--- src/rtl/llc_line_pkg.sv ---
package llc_line_pkg;
  typedef enum logic [1:0] {ST_I = 2'd0, ST_S = 2'd1, ST_E = 2'd2, ST_M = 2'd3} line_st_e;
  typedef enum logic [1:0] {AC_GETS = 2'd0, AC_GETX = 2'd1, AC_PUTS = 2'd2, AC_PUTX = 2'd3} acc_e;
  localparam int unsigned NUM_WB_CNT = 4;
endpackage

--- src/rtl/llc_line_decide.sv ---
module llc_line_decide
  import llc_line_pkg::*;
(
  input  logic     excl,
  input  acc_e     acc,
  input  logic     miss,
  input  logic     inner,
  input  logic     prefetch,
  input  line_st_e cur,
  output logic     fetch,
  output logic     wr_en,
  output line_st_e nxt
);
  always_comb begin
    fetch = 1'b0;
    wr_en = 1'b0;
    nxt   = cur;
    if (miss) begin
      nxt = ST_I;
      if (excl && (acc == AC_GETS || acc == AC_GETX)) fetch = !inner;
    end else if (excl) begin
      unique case (acc)
        AC_PUTS: begin wr_en = !inner; if (!inner) nxt = ST_E; end
        AC_PUTX: begin wr_en = !inner; if (!inner) nxt = ST_M; end
        AC_GETS: begin
          fetch = (cur == ST_I) && !inner;
          wr_en = 1'b1;
          nxt   = prefetch ? ST_E : ST_I;
        end
        default: begin
          fetch = (cur == ST_I || cur == ST_S) && !inner;
          wr_en = 1'b1;
          nxt   = prefetch ? ST_E : ST_I;
        end
      endcase
    end else begin
      wr_en = 1'b1;
      unique case (acc)
        AC_PUTS: nxt = cur;
        AC_PUTX: nxt = (cur == ST_E) ? ST_M : cur;
        AC_GETS: begin
          if (cur == ST_I) begin
            fetch = !inner;
            nxt   = inner ? ST_S : ST_E;
          end
        end
        default: begin
          fetch = (cur == ST_I || cur == ST_S) && !inner;
          nxt   = ST_M;
        end
      endcase
    end
  end
endmodule

--- src/rtl/llc_state_store.sv ---
module llc_state_store
  import llc_line_pkg::*;
#(
  parameter int unsigned NUM_LINES = 16,
  localparam int unsigned LINE_W = (NUM_LINES > 1) ? $clog2(NUM_LINES) : 1
) (
  input  logic              clk,
  input  logic              rst_n,
  input  logic              wr_en,
  input  logic [LINE_W-1:0] wr_idx,
  input  line_st_e          wr_st,
  input  logic [LINE_W-1:0] rd_idx,
  output line_st_e          rd_st
);
  line_st_e st_q [NUM_LINES];

  for (genvar g = 0; g < NUM_LINES; g++) begin : g_line
    logic     en;
    line_st_e d;
    always_comb begin
      en = wr_en && (wr_idx == LINE_W'(g));
      d  = en ? wr_st : st_q[g];
    end
    always_ff @(posedge clk or negedge rst_n) begin
      if (!rst_n)  st_q[g] <= ST_I;
      else if (en) st_q[g] <= d;
    end
  end

  always_comb begin
    rd_st = ST_I;
    for (int i = 0; i < NUM_LINES; i++)
      if (rd_idx == LINE_W'(i)) rd_st = st_q[i];
  end
endmodule

--- src/rtl/llc_wb_counter.sv ---
module llc_wb_counter #(
  parameter int unsigned CNT_W = 16
) (
  input  logic             clk,
  input  logic             rst_n,
  input  logic             inc,
  output logic [CNT_W-1:0] count
);
  logic [CNT_W-1:0] cnt_q, cnt_d;
  always_comb cnt_d = cnt_q + CNT_W'(1);
  always_ff @(posedge clk or negedge rst_n) begin
    if (!rst_n)   cnt_q <= '0;
    else if (inc) cnt_q <= cnt_d;
  end
  assign count = cnt_q;

  a_r10_step_one: assert property (@(posedge clk) disable iff (!rst_n)
    (cnt_q == $past(cnt_q)) || (cnt_q == $past(cnt_q) + CNT_W'(1)));
endmodule

--- src/rtl/llc_line_ctrl.sv ---
module llc_line_ctrl
  import llc_line_pkg::*;
#(
  parameter int unsigned NUM_LINES = 16,
  parameter int unsigned CYCLE_W   = 32,
  parameter int unsigned LAT_W     = 8,
  parameter int unsigned CNT_W     = 16,
  parameter int unsigned RTT_LAT   = 6,
  localparam int unsigned LINE_W   = (NUM_LINES > 1) ? $clog2(NUM_LINES) : 1
) (
  input  logic               clk,
  input  logic               rst_n,
  input  logic               req_valid,
  input  logic               req_excl,
  input  logic [1:0]         req_type,
  input  logic               req_miss,
  input  logic [LINE_W-1:0]  req_line,
  input  logic               req_inner,
  input  logic               req_prefetch,
  input  logic [CYCLE_W-1:0] req_cycle,
  input  logic [LAT_W-1:0]   mem_lat,
  output logic               resp_valid,
  output logic               resp_fetch,
  output logic [1:0]         resp_state,
  output logic [CYCLE_W-1:0] resp_cycle,
  output logic [CNT_W-1:0]   wb_excl_clean,
  output logic [CNT_W-1:0]   wb_excl_dirty,
  output logic [CNT_W-1:0]   wb_ninc_clean,
  output logic [CNT_W-1:0]   wb_ninc_dirty
);
  acc_e     acc;
  line_st_e cur_st, nxt_st;
  logic     fetch, wr_en;
  logic [CYCLE_W-1:0] cyc_d;
  logic [NUM_WB_CNT-1:0] wb_inc;
  logic [CNT_W-1:0] wb_cnt [NUM_WB_CNT];

  assign acc = acc_e'(req_type);

  llc_state_store #(.NUM_LINES(NUM_LINES)) u_store (
    .clk(clk), .rst_n(rst_n),
    .wr_en(req_valid && wr_en), .wr_idx(req_line), .wr_st(nxt_st),
    .rd_idx(req_line), .rd_st(cur_st)
  );

  llc_line_decide u_decide (
    .excl(req_excl), .acc(acc), .miss(req_miss), .inner(req_inner),
    .prefetch(req_prefetch), .cur(cur_st),
    .fetch(fetch), .wr_en(wr_en), .nxt(nxt_st)
  );

  always_comb begin
    cyc_d = req_cycle;
    if (fetch) cyc_d = req_cycle + CYCLE_W'(mem_lat) + CYCLE_W'(RTT_LAT);
    wb_inc[0] = req_valid &&  req_excl && (acc == AC_PUTS);
    wb_inc[1] = req_valid &&  req_excl && (acc == AC_PUTX);
    wb_inc[2] = req_valid && !req_excl && (acc == AC_PUTS);
    wb_inc[3] = req_valid && !req_excl && (acc == AC_PUTX);
  end

  for (genvar k = 0; k < NUM_WB_CNT; k++) begin : g_cnt
    llc_wb_counter #(.CNT_W(CNT_W)) u_cnt (
      .clk(clk), .rst_n(rst_n), .inc(wb_inc[k]), .count(wb_cnt[k])
    );
  end
  assign wb_excl_clean = wb_cnt[0];
  assign wb_excl_dirty = wb_cnt[1];
  assign wb_ninc_clean = wb_cnt[2];
  assign wb_ninc_dirty = wb_cnt[3];

  logic               vld_q, fetch_q;
  line_st_e           st_q;
  logic [CYCLE_W-1:0] cyc_q;

  always_ff @(posedge clk or negedge rst_n) begin
    if (!rst_n) vld_q <= 1'b0;
    else        vld_q <= req_valid;
  end

  always_ff @(posedge clk or negedge rst_n) begin
    if (!rst_n) begin
      fetch_q <= 1'b0;
      st_q    <= ST_I;
      cyc_q   <= '0;
    end else if (req_valid) begin
      fetch_q <= fetch;
      st_q    <= nxt_st;
      cyc_q   <= cyc_d;
    end
  end

  assign resp_valid = vld_q;
  assign resp_fetch = fetch_q;
  assign resp_state = st_q;
  assign resp_cycle = cyc_q;

  a_r2_resp_follows: assert property (@(posedge clk) disable iff (!rst_n)
    req_valid |=> resp_valid);
  a_r2_no_spurious: assert property (@(posedge clk) disable iff (!rst_n)
    !req_valid |=> !resp_valid);
  a_r2_nofetch_time: assert property (@(posedge clk) disable iff (!rst_n)
    (resp_valid && !resp_fetch) |-> resp_cycle == $past(req_cycle));
  a_r3_miss_no_state: assert property (@(posedge clk) disable iff (!rst_n)
    (resp_valid && $past(req_miss)) |-> resp_state == 2'd0);
  a_r3_inner_no_fetch: assert property (@(posedge clk) disable iff (!rst_n)
    (resp_valid && $past(req_inner)) |-> !resp_fetch);
  a_r6_excl_get_drop: assert property (@(posedge clk) disable iff (!rst_n)
    (resp_valid && $past(req_excl && !req_miss && !req_type[1] && !req_prefetch))
      |-> resp_state == 2'd0);
  a_r8_getx_to_m: assert property (@(posedge clk) disable iff (!rst_n)
    (resp_valid && $past(!req_excl && !req_miss && req_type == 2'd1)) |-> resp_state == 2'd3);
  a_r9_put_no_fetch: assert property (@(posedge clk) disable iff (!rst_n)
    (resp_valid && $past(req_type[1])) |-> !resp_fetch);
endmodule

--- config.mk ---
export PLATFORM = sky130hd
export DESIGN_NAME = llc_line_ctrl
export DESIGN_NICKNAME = d
export VERILOG_FILES = /design/src/rtl/llc_line_pkg.sv /design/src/rtl/llc_line_decide.sv /design/src/rtl/llc_state_store.sv /design/src/rtl/llc_wb_counter.sv /design/src/rtl/llc_line_ctrl.sv
export SDC_FILE = /design/constraint.sdc
export NUM_CORES = 1
export LEC_CHECK = 0
export ABC_AREA = 1
export BUFFER_PORTS_ARGS = -buffer_cell sky130_fd_sc_hd__buf_4
export CORE_AREA = 2 2 116 118
export DETAILED_ROUTE_END_ITERATION = 8
export DIE_AREA = 0 0 118 120
export GPL_TIMING_DRIVEN = 0
export PLACE_DENSITY = 0.83
export REMOVE_ABC_BUFFERS = 1
export SLEW_MARGIN = 20
export SYNTH_ARGS = -nofsm -noshare
export SYNTH_HDL_FRONTEND = slang
export SYNTH_SLANG_ARGS = --single-unit
--- constraint.sdc ---
create_clock -name clk -period 5 [get_ports clk]
set_input_delay 1 -clock clk [delete_from_list [all_inputs] [get_ports clk]]
set_output_delay 1 -clock clk [all_outputs]
set_load 0.02 [all_outputs]
==> results of run 1 <==
-- through the flow --
stage / hold slack [ns] / setup WS (ns) / util
6_report: 0.466 / 1.15 / 0.739
5_1_grt: 0.492 / 0.895 / 0.739
2_1_floorplan: 0.442 / 1.36 / -
3_3_place_gp: 0.456 / 0.710 / 0.684
4_1_cts: 0.472 / 1.17 / 0.739
3_5_place_dp: 0.461 / 0.736 / 0.689
-- metal layers --
metal | track usage | wire, um
met3 | 0.0708 | 902
met1 | 0.358 | 8220
met4 | 0.120 | 541
met5 | 0 | 0
met2 | 0.483 | 9600
-- flip-flops by register name, indices dropped and copies added, names as in the netlist --
register and flops:
resp_cycle 32, resp_state 2, resp_fetch 1, g_cnt.u_cnt.count 64, u_store.st_q 32, resp_valid 1
-- final timing paths --
path                                     startpoint                        to  slack (ns)  depth (start not counted)
setup / recovery                       req_cycle[1]            resp_cycle[29]        1.15                         20
hold reg to reg            g_cnt[0].u_cnt.count[15]  g_cnt[0].u_cnt.count[15]        0.47                          1
hold / removal             g_cnt[0].u_cnt.count[15]  g_cnt[0].u_cnt.count[15]        0.47                          1
min in group asynchronous                     rst_n  g_cnt[2].u_cnt.count[15]        0.51                          1
max in group asynchronous                     rst_n            resp_cycle[17]        3.78                          2
setup reg to reg                   u_store.st_q[31]            resp_cycle[10]        2.41                         15
-- worst max-delay path: stages --
cell	delay, ns
buf_4	0.08
inv_1	0.04
ha_1	0.28
inv_1	0.06
ha_1	0.18
inv_1	0.06
fa_1	0.40
o21ai_0	0.43
a21oi_1	0.12
o21bai_1	0.34
nand3_1	0.11
nand2_1	0.16
nand3_1	0.18
nor2_1	0.20
nand4_1	0.14
xor2_1	0.17
nand2_1	0.06
nand2_1	0.06
nand2_1	0.05
nand2_1	0.05
-- cell families after synthesis --
logic type / Yosys count / synth area share
compound gates: 38 / 0.0292
flops: 132 / 0.433
mux: 3 / 0.00442
xor+xnor: 84 / 0.0964
buf+inv: 121 / 0.0641
fa+ha+maj: 21 / 0.0354
simple gates: 586 / 0.338
-- power by group through the flow --
stage	sequential (mW)	clock, mW	combinational (mW)
global placement	1.32	0	0.702
finish	1.31	1.39	0.727
global route	1.33	1.45	0.801
floorplan	1.42	0	0.289
detailed placement	1.32	0	0.722
CTS	1.31	1.40	0.732
-- area by class of cell --
type / instances / share of cell area
tap: 176 / 0.0230
timing repair buffer: 155 / 0.125
inverter: 99 / 0.0387
sequential: 132 / 0.344
clock inverter: 14 / 0.0235
multi-input combinational: 732 / 0.400
clock buffer: 18 / 0.0447
-- placed cells by master, fill, tap and decap left out, types with 20 or more instances in the layout --
cell | synthesis | layout
a21oi_1 | 23 | 23
buf_4 | 1 | 151
dfrtp_1 | 132 | 132
ha_1 | 20 | 20
inv_1 | 98 | 98
nand2_1 | 316 | 316
nand3_1 | 102 | 102
nand4_1 | 25 | 25
nor2_1 | 84 | 84
nor3_1 | 21 | 21
xnor2_1 | 24 | 24
xor2_1 | 60 | 60
==> summary.md, run 1 <==
| Metric | Value |
|---|---|
| Core footprint | 13000 um^2 |
| Crit path required time | ~5.3 ns |
| Worst setup SP type | input port |
| Layout cell share with drive strength beyond 1 | 0.183 |
| Worst-skew pair later-pin latency | 0.43 ns |
| Largest net degree at the start of global routing | 70 |
| Starting Density | 0.588 |
| Synth-to-layout area growth | 25.7% |
| Syn avg cell area | 7.75 um^2 |
| Mapped cell area | roughly 7600 um^2 |
| Register area share after synthesis | 0.433 |
| GP Congestion | 0.902 |
| Site row count | 42 |
| GRT Util Overall | 0.288 |
| Clock tree sinks | 132 |
| Share of the synthesized area in the top cell type | 0.433 |
| Max Freq | 0.259 GHz |
| Post-CTS Hold Fix Bufs | 0 |
| Hold Vio Cnt, Final | 0 |
| Detailed Route Iter0 Violations | 552 |
| WL/cell | 14.5 um |
| Die area | 14200 um^2 |
| Die Y | 120 um |
| Port Buffers | 152 |
| CTS root buf | clkbuf_16 |
| Initial antenna violation count | 0 |
| Final Critical Period | around 3.9 ns |
| Total Power | 3.42 mW |
| Pwr dens | ~360 nW/um^2 |
| Sw Share | 0.305 |
| VDD IR max | 0.415 mV |
| Via count | 7030 |
| Register area | around 3300 um^2 |
| Setup TNS | 0 ns |
| Distinct cells, synth | just over 40 |
| Comb power frac | 0.212 |
| Clock Skew | 0.00661 ns |
| Antenna cells | 0 |
| # Post-CTS Setup Buffers | 0 |
| GRT overflow | 0 |
| I/O pins | 153 |
| RSZ-0062 raised after global routing | no |
| CTS tree | built |
| Clock transition at path regs | 0.06 ns |
| Fillers | 1030 |
| Worst-margin pin slew | 0.928 ns |
| Vias in the first global route | roughly 7000 |
| Async set-reset flop share out of synthesis | 1.00 |
| Vias per cell | between 5 and 6 |
| Post-synth EDFFs | 0 |
| # DRC | 0 |
| Critical-path maximum fanout | 4 |
| Top-count cell post-synth | nand2_1 |
| Switching power | 1.04 mW |
| Post-synth top flop | dfrtp_1 |
| Die W | about 120 um |
| CTS buffer count | 17 |
| Rel. slew slack | 0.381 |
| PostCTS Resize Cnt | 0 |
| Synth top area cells | dfrtp_1, nand2_1, xor2_1 |
| Total wire length | 19300 um |
| Clk pwr share | 0.405 |
| Clock Tree Buf Depth | 2 |
| Pre-Repair DR Iteration Count | 4 |
| Pint | between 2 and 2.5 mW |
| Post-detail-place hpwl | 13300 um |
| Max Cap Viol | 0 |
| Leak Pwr | around 5.2 nW |
| Fin crit share | 0.771 |
| Status | complete, no violations |
| Flop pwr share | 0.383 |
| Final instance area | around 9600 um^2 |
| Depth of the CTS H-tree | 4 |
| Post-synth top cells | nand2_1, dfrtp_1, nand3_1 |
| Worst Hold Class | reg -> reg |
| First-pass GRT wire length | 33000 um |
| Final cell count without fillers | 1326 |
| Placed Area | between 8000 and 9000 um^2 |
| Synth Register Bits | 132 |
| Inst Count DP | 1294 |
| Warnings, synthesis | 0 |
| Crit Path Category | in -> reg |
| Fin nets | 1211 |
| Antenna viol nets, final | 0 |
| Post-synthesis cell count | 985 |
| CP arrival | 4.17 ns |
| Max-slew violations | 0 |
| Endpoints failing setup | 0 |
| Worst setup EP type | flop |
| Multi-input gate area | roughly 3800 um^2 |
| Leading area contributor after synthesis | dfrtp_1 |
No activity file was read; power rests on OpenSTA's default activity.
==> run 2, diff against run 1 <==
--- a/config.mk
+++ b/config.mk
@@ -5,13 +5,13 @@
 export SDC_FILE = /design/constraint.sdc
 export NUM_CORES = 1
 export LEC_CHECK = 0
-export ABC_AREA = 1
+export ABC_AREA = 0
 export BUFFER_PORTS_ARGS = -buffer_cell sky130_fd_sc_hd__buf_4
-export CORE_AREA = 2 2 116 118
+export CORE_AREA = 2 2 122 124
 export DETAILED_ROUTE_END_ITERATION = 8
-export DIE_AREA = 0 0 118 120
+export DIE_AREA = 0 0 124 126
 export GPL_TIMING_DRIVEN = 0
-export PLACE_DENSITY = 0.83
+export PLACE_DENSITY = 0.73
 export REMOVE_ABC_BUFFERS = 1
 export SLEW_MARGIN = 20
 export SYNTH_ARGS = -nofsm -noshare
==> constraint.sdc (replaced) <==
create_clock -name clk -period 3.3 [get_ports clk]
set_input_delay 0.66 -clock clk [delete_from_list [all_inputs] [get_ports clk]]
set_output_delay 0.66 -clock clk [all_outputs]
set_load 0.02 [all_outputs]
==> summary.md, run 2 <==
| Metric | Value |
|---|---|
| Post-CTS Hold Fix Bufs | 0 (unchanged) |
| Async set-reset flop share out of synthesis | 1.00 (unchanged) |
| Largest net degree at the start of global routing | 72 (was 70) |
| # DRC | 0 (unchanged) |
| Total wire length | 16500 um (was 19300 um) |
| Share of the synthesized area in the top cell type | 0.481 (was 0.433) |
| Mapped cell area | 6860 um^2 (was 7630 um^2) |
| I/O pins | 153 (unchanged) |
| # Post-CTS Setup Buffers | 0 (unchanged) |
| GP Congestion | 0.819 (was 0.902) |
| GRT overflow | 0 (unchanged) |
| Antenna cells | 0 (unchanged) |
| Clock Tree Buf Depth | 2 (unchanged) |
| VDD IR max | 0.406 mV (was 0.415 mV) |
| Antenna viol nets, final | 0 (unchanged) |
| Fin crit share | 0.942 |
| Synth-to-layout area growth | 28.5% (was 25.7%) |
| Fin nets | 880 (was 1211) |
| Inst Count DP | 970 (was 1294) |
| Worst setup EP type | flop (unchanged) |
| RSZ-0062 raised after global routing | no (unchanged) |
| Leak Pwr | 4.13 nW (was 5.16 nW) |
| Vias per cell | 5.51 (was 5.30) |
| Worst-margin pin slew | 0.684 ns (was 0.928 ns) |
| Final cell count without fillers | 1003 (was 1326) |
| Post-synth top cells | dfrtp_1, nor2_1, nand2_1 (was nand2_1, dfrtp_1, nand3_1) |
| Core footprint | 14300 um^2 (was 13000 um^2) |
| Critical-path maximum fanout | 29 (was 4) |
| Most frequent cells in the layout | buf_4, dfrtp_1, nor2_1 (was nand2_1, buf_4, dfrtp_1) |
| CTS tree | built (unchanged) |
| Distinct cells, synth | 51 (was 41) |
| Crit Path Category | in -> reg (unchanged) |
| Hold Vio Cnt, Final | 0 (unchanged) |
| Depth of the CTS H-tree | 4 (unchanged) |
| Clock tree sinks | 132 (unchanged) |
| Die Y | 126 um (was 120 um) |
| Syn avg cell area | 10.4 um^2 (was 7.75 um^2) |
| WL/cell | 16.5 um (was 14.5 um) |
| Max Cap Viol | 0 (unchanged) |
| Post-detail-place hpwl | 11500 um (was 13300 um) |
| Site row count | 44 (was 42) |
| Synth top area cells | dfrtp_1, mux2_2, xnor2_1 (was dfrtp_1, nand2_1, xor2_1) |
| Worst setup SP type | input port (unchanged) |
| GRT Util Overall | 0.215 (was 0.288) |
| Placed Area | 8160 um^2 (was 8940 um^2) |
| Initial antenna violation count | 0 (unchanged) |
| Die W | 124 um (was 118 um) |
| Final instance area | 8820 um^2 (was 9590 um^2) |
| Post-synthesis cell count | 660 (was 985) |
| Setup TNS | 0 ns (unchanged) |
| Worst R2R Path Depth | 7 (was 15) |
| Commonest non-fill, non-tap cell in the layout | buf_4 (was nand2_1) |
| Detailed Route Iter0 Violations | 308 (was 552) |
| Worst-skew pair later-pin latency | 0.42 ns (was 0.43 ns) |
| R2R Path Start | u_store.st_q[19] (was u_store.st_q[31]) |
| Status | complete, no violations (unchanged) |
| Synth Register Bits | 132 (unchanged) |
| Max reg flops | 64 (unchanged) |
| Pwr dens | 567 nW/um^2 (was 357 nW/um^2) |
| Starting Density | 0.479 (was 0.588) |
| Rel. slew slack | 0.544 (was 0.381) |
| Final hold slack | 0.168 ns (was 0.466 ns) |
| Max Freq | 0.322 GHz |
| Pre-Repair DR Iteration Count | 4 (unchanged) |
| Fillers | 1185 (was 1030) |
| Layout cell share with drive strength beyond 1 | 0.295 (was 0.183) |
| Max-slew violations | 0 (unchanged) |
| First-pass GRT wire length | 26800 um (was 33000 um) |
| CTS buffer count | 17 (unchanged) |
| R2R Path End | resp_cycle[16] (was resp_cycle[10]) |
| Post-synth EDFFs | 0 (unchanged) |
| CTS root buf | clkbuf_16 (unchanged) |
| Clock transition at path regs | 0.05 ns (was 0.06 ns) |
| Via count | 5527 (was 7030) |
| Warnings, synthesis | 0 (unchanged) |
| Leading area contributor after synthesis | dfrtp_1 (unchanged) |
| Post-synth top flop | dfrtp_1 (unchanged) |
| Clock Skew | 0.00839 ns (was 0.00661 ns) |
| Worst Hold Class | in -> async (was reg -> reg) |
| Port Buffers | 152 (unchanged) |
| Final Critical Period | 3.11 ns |
| Vias in the first global route | 5599 (was 7076) |
| FF-to-FF setup slack | 0.36 ns (was 2.41 ns) |
| Endpoints failing setup | 0 (unchanged) |
| Crit path required time | 3.64 ns (was 5.32 ns) |
| CP arrival | 3.45 ns (was 4.17 ns) |
| Register area share after synthesis | 0.481 (was 0.433) |
| Top-count cell post-synth | dfrtp_1 (was nand2_1) |
| Die area | 15600 um^2 (was 14200 um^2) |
## run 2: cell types whose count changed in the layout (fill, tap and decap cells not counted), sizes merged, moves of 25 or more
cell / previous run / this run
nor2: 89 / 64
xor2: 60 / 17
nand3: 105 / 31
mux2: 3 / 38
inv: 101 / 23
nand2: 319 / 55
## run 2: worst max-delay path by stage
stage          depth (start not counted)             end         start  slack (ns)
2_1_floorplan                         13  resp_cycle[25]  req_cycle[1]       -0.14
3_5_place_dp                           8  resp_cycle[16]   req_line[1]       -0.48
3_3_place_gp                          14  resp_cycle[25]  req_cycle[1]       -0.93
5_1_grt                               14  resp_cycle[19]  req_cycle[1]        0.05
4_1_cts                                8  resp_cycle[16]   req_line[1]        0.07
6_report                               8  resp_cycle[16]   req_line[1]        0.19
## run 2: stage by stage
stage / util / power (mW) / setup WS (ns)
after CTS: 0.614 / 5.03 / 0.0750
after detailed placement: 0.570 / 3.03 / -0.482
after global placement: 0.565 / 2.95 / -0.926
after floorplan: - / 2.53 / -0.141
final: 0.616 / 5.00 / 0.190
after global routing: 0.616 / 5.23 / 0.0472
## run 2: cell type report
type	instances	area (um^2)	area share
multi-input combinational	477	3380	0.383
sequential	132	3300	0.375
timing repair buffer	155	1190	0.135
clock buffer	19	443	0.0502
tap	184	230	0.0261
clock inverter	13	183	0.0207
inverter	23	86.3	0.00979
## run 2: timing repair
item,in CTS,in global routing
cloned,0,1
resized for setup,1,2
endpoints found under the hold margin,0,0
setup endpoints to repair,11,19
## run 2: power breakdown
part	switching, mW	internal (mW)	total [mW]
clock	0.708	1.28	1.99
sequential	0.176	1.81	1.99
combinational	0.557	0.460	1.02
## run 2: per-layer routing
layer  part of all wire  routed length, um  vias up  global-route usage
met5                  0                  0        -                   0
met2               0.48               7880      180               0.348
met4              0.010                172        0              0.0694
met1               0.42               6980     2666               0.260
li1                   -                  -     2664                   -
met3              0.089               1470       17              0.0901
## run 2: kinds of logic after synthesis
logic type               after synthesis  synth area share
AND/OR/NAND/NOR                      246             0.183
buffers and inverters                 52            0.0332
AO/OA/AOI/OAI                         93            0.0913
flip-flops                           132             0.481
multiplexers                          53            0.0915
XOR/XNOR                              63            0.0804
adder cells (fa/ha/maj)               21            0.0394
## run 2: worst max-delay path, stage by stage
cell	delay, ns
buf_4	0.23
mux4_2	0.55
a22oi_2	0.19
o311ai_1	0.22
or4_4	0.50
o32a_4	0.34
or4_1	0.56
a31oi_1	0.18
==> run 3, diff against run 2 <==
==> constraint.sdc (replaced) <==
create_clock -name clk -period 3.3 [get_ports clk]
set_input_delay 0.495 -clock clk [delete_from_list [all_inputs] [get_ports clk]]
set_output_delay 0.495 -clock clk [all_outputs]
set_load 0.02 [all_outputs]
==> summary.md, run 3 (same netlist as run 2, synthesis figures left out) <==
| Metric | Value |
|---|---|
| Hold Vio Cnt, Final | 0 (unchanged) |
| # DRC | 0 (unchanged) |
| Worst setup EP type | flop (unchanged) |
| Endpoints failing setup | 0 (unchanged) |
| # Post-CTS Setup Buffers | 0 (unchanged) |
| Max reg flops | 64 (unchanged) |
| Via count | 5523 (was 5527) |
| Final core utilization | 0.614 (was 0.616) |
| I/O pins | 153 (unchanged) |
| Max stage delay cell, worst path | or4_1 (unchanged) |
| Final instance area | 8790 um^2 (was 8820 um^2) |
| GRT overflow | 0 (unchanged) |
| Total Power | 4.99 mW (was 5.00 mW) |
| Max-slew violations | 0 (unchanged) |
| Crit path required time | 3.64 ns (about the same) |
| Clock Skew | 0.00867 ns (was 0.00839 ns) |
| Leak Pwr | 4.12 nW (was 4.13 nW) |
| WL/cell | 16.0 um (was 16.5 um) |
| RSZ-0062 raised after global routing | no (unchanged) |
| Total wire length | 16100 um (was 16500 um) |
| First-pass GRT wire length | 26700 um (was 26800 um) |
| Site row count | 44 (unchanged) |
| Worst R2R Path Depth | 7 (unchanged) |
| Die Y | 126 um (unchanged) |
| Initial antenna violation count | 0 (unchanged) |
| Fin crit share | 0.930 (was 0.942) |
| FF-to-FF setup slack | 0.23 ns (was 0.36 ns) |
| Synth-to-layout area growth | 28.1% (was 28.5%) |
| Fin nets | 879 (was 880) |
| VDD IR max | 0.407 mV (was 0.406 mV) |
| Largest net degree at the start of global routing | 72 (unchanged) |
| CP cell instances | buf_4 > mux4_2 > a22oi_2 > o311ai_1 > or4_1 > o32a_4 > or4_1 > a31oi_1 (was buf_4 > mux4_2 > a22oi_2 > o311ai_1 > or4_4 > o32a_4 > or4_1 > a31oi_1) |
| Vias per cell | 5.51 (about the same) |
| Layout cell share with drive strength beyond 1 | 0.293 (was 0.295) |
| Core footprint | 14300 um^2 (unchanged) |
| CTS buffer count | 17 (unchanged) |
| Status | complete, no violations (unchanged) |
| CTS root buf | clkbuf_16 (unchanged) |
| Final hold slack | 0.00315 ns (was 0.168 ns) |
| Worst setup SP type | input port (unchanged) |
| Max Cap Viol | 0 (unchanged) |
| Antenna viol nets, final | 0 (unchanged) |
| Die W | 124 um (unchanged) |
| Pwr dens | 567 nW/um^2 (about the same) |
| Pre-Repair DR Iteration Count | 4 (unchanged) |
| Dpl ws | -0.317 ns (was -0.482 ns) |
| GRT Util Overall | 0.215 (about the same) |
| Setup ws final | 0.232 ns (was 0.190 ns) |
| Most frequent cells in the layout | buf_4, dfrtp_1, nor2_1 (unchanged) |
| Post-CTS Hold Fix Bufs | 0 (unchanged) |
| Clock transition at path regs | 0.05 ns (about the same) |
| Worst path bufs/invs | 1 (unchanged) |
| Setup TNS | 0 ns (unchanged) |
| Critical-path maximum fanout | 58 (was 29) |
| CP top delay family | simple AND/OR/NAND/NOR gates (unchanged) |
| Placed Area | 8160 um^2 (unchanged) |
| CP arrival | 3.41 ns (was 3.45 ns) |
| Vias in the first global route | 5599 (unchanged) |
| Rel. slew slack | 0.480 (was 0.544) |
| Antenna cells | 0 (unchanged) |
| Clock tree sinks | 132 (unchanged) |
| Detailed Route Iter0 Violations | 247 (was 308) |
| Crit-path max cell delay | 0.60 ns (was 0.56 ns) |
| Worst-skew pair later-pin latency | 0.42 ns (about the same) |
| Port Buffers | 152 (unchanged) |
| Die area | 15600 um^2 (unchanged) |
| Final Critical Period | 3.07 ns (was 3.11 ns) |
| Max Freq | 0.326 GHz (was 0.322 GHz) |
| Worst-margin pin slew | 0.780 ns (was 0.684 ns) |
| Crit Path Category | in -> reg (unchanged) |
| Final cell count without fillers | 1002 (was 1003) |
| GP Congestion | 0.819 (unchanged) |
| Levels on crit path | 8 (unchanged) |
| Inst Count DP | 970 (unchanged) |
| Post-detail-place hpwl | 11500 um (unchanged) |
| Worst Hold Class | in -> async (unchanged) |
| CP dominant cell by count | or4_1 |
| Starting Density | 0.479 (unchanged) |
| Clock Tree Buf Depth | 2 (unchanged) |
| Fillers | 1188 (was 1185) |
| Commonest non-fill, non-tap cell in the layout | buf_4 (unchanged) |
| Depth of the CTS H-tree | 4 (unchanged) |
| CTS tree | built (unchanged) |
[run 3: cell type report]
type                       count  area [um^2]  area share
clock buffer                  19          443      0.0504
clock inverter                13          183      0.0208
multi-input combinational    476         3360       0.382
sequential                   132         3300       0.376
inverter                      23         86.3     0.00982
timing repair buffer         155         1190       0.135
tap                          184          230      0.0262
[run 3: timing repair]
item	CTS	global route
setup endpoints to repair	0	14
hold endpoints to repair	0	0
resized for setup	0	1
[run 3: worst reg2reg max path: cells and delay by family (launching register included)]
kind	cells	cell delay, ns
AND/OR/NAND/NOR	2	1.11
AO/OA/AOI/OAI	4	1.03
multiplexers	1	0.48
flip-flops	1	0.37
[run 3: worst paths after layout]
kind                                     startpoint                        to
max in group asynchronous                     rst_n            resp_cycle[20]
hold reg to reg            g_cnt[2].u_cnt.count[15]  g_cnt[2].u_cnt.count[15]
min in group clk                       req_cycle[2]             resp_cycle[2]
setup / recovery                        req_line[1]            resp_cycle[11]
setup reg to reg                   u_store.st_q[19]            resp_cycle[11]
hold / removal                                rst_n  g_cnt[0].u_cnt.count[15]
[run 3: layer usage]
metal,share of wire,up-vias,GRT usage
li1,-,2660,-
met1,0.41,2676,0.259
met2,0.49,167,0.348
met3,0.090,20,0.0906
met4,0.012,0,0.0694
met5,0,-,0
[run 3: where the power goes]
part	internal, mW	leakage [nW]	total, mW	switching, mW
clock	1.28	0.295	1.99	0.711
combinational	0.457	2.13	1.01	0.549
sequential	1.81	1.70	1.99	0.175
total	3.55	4.12	4.99	1.43
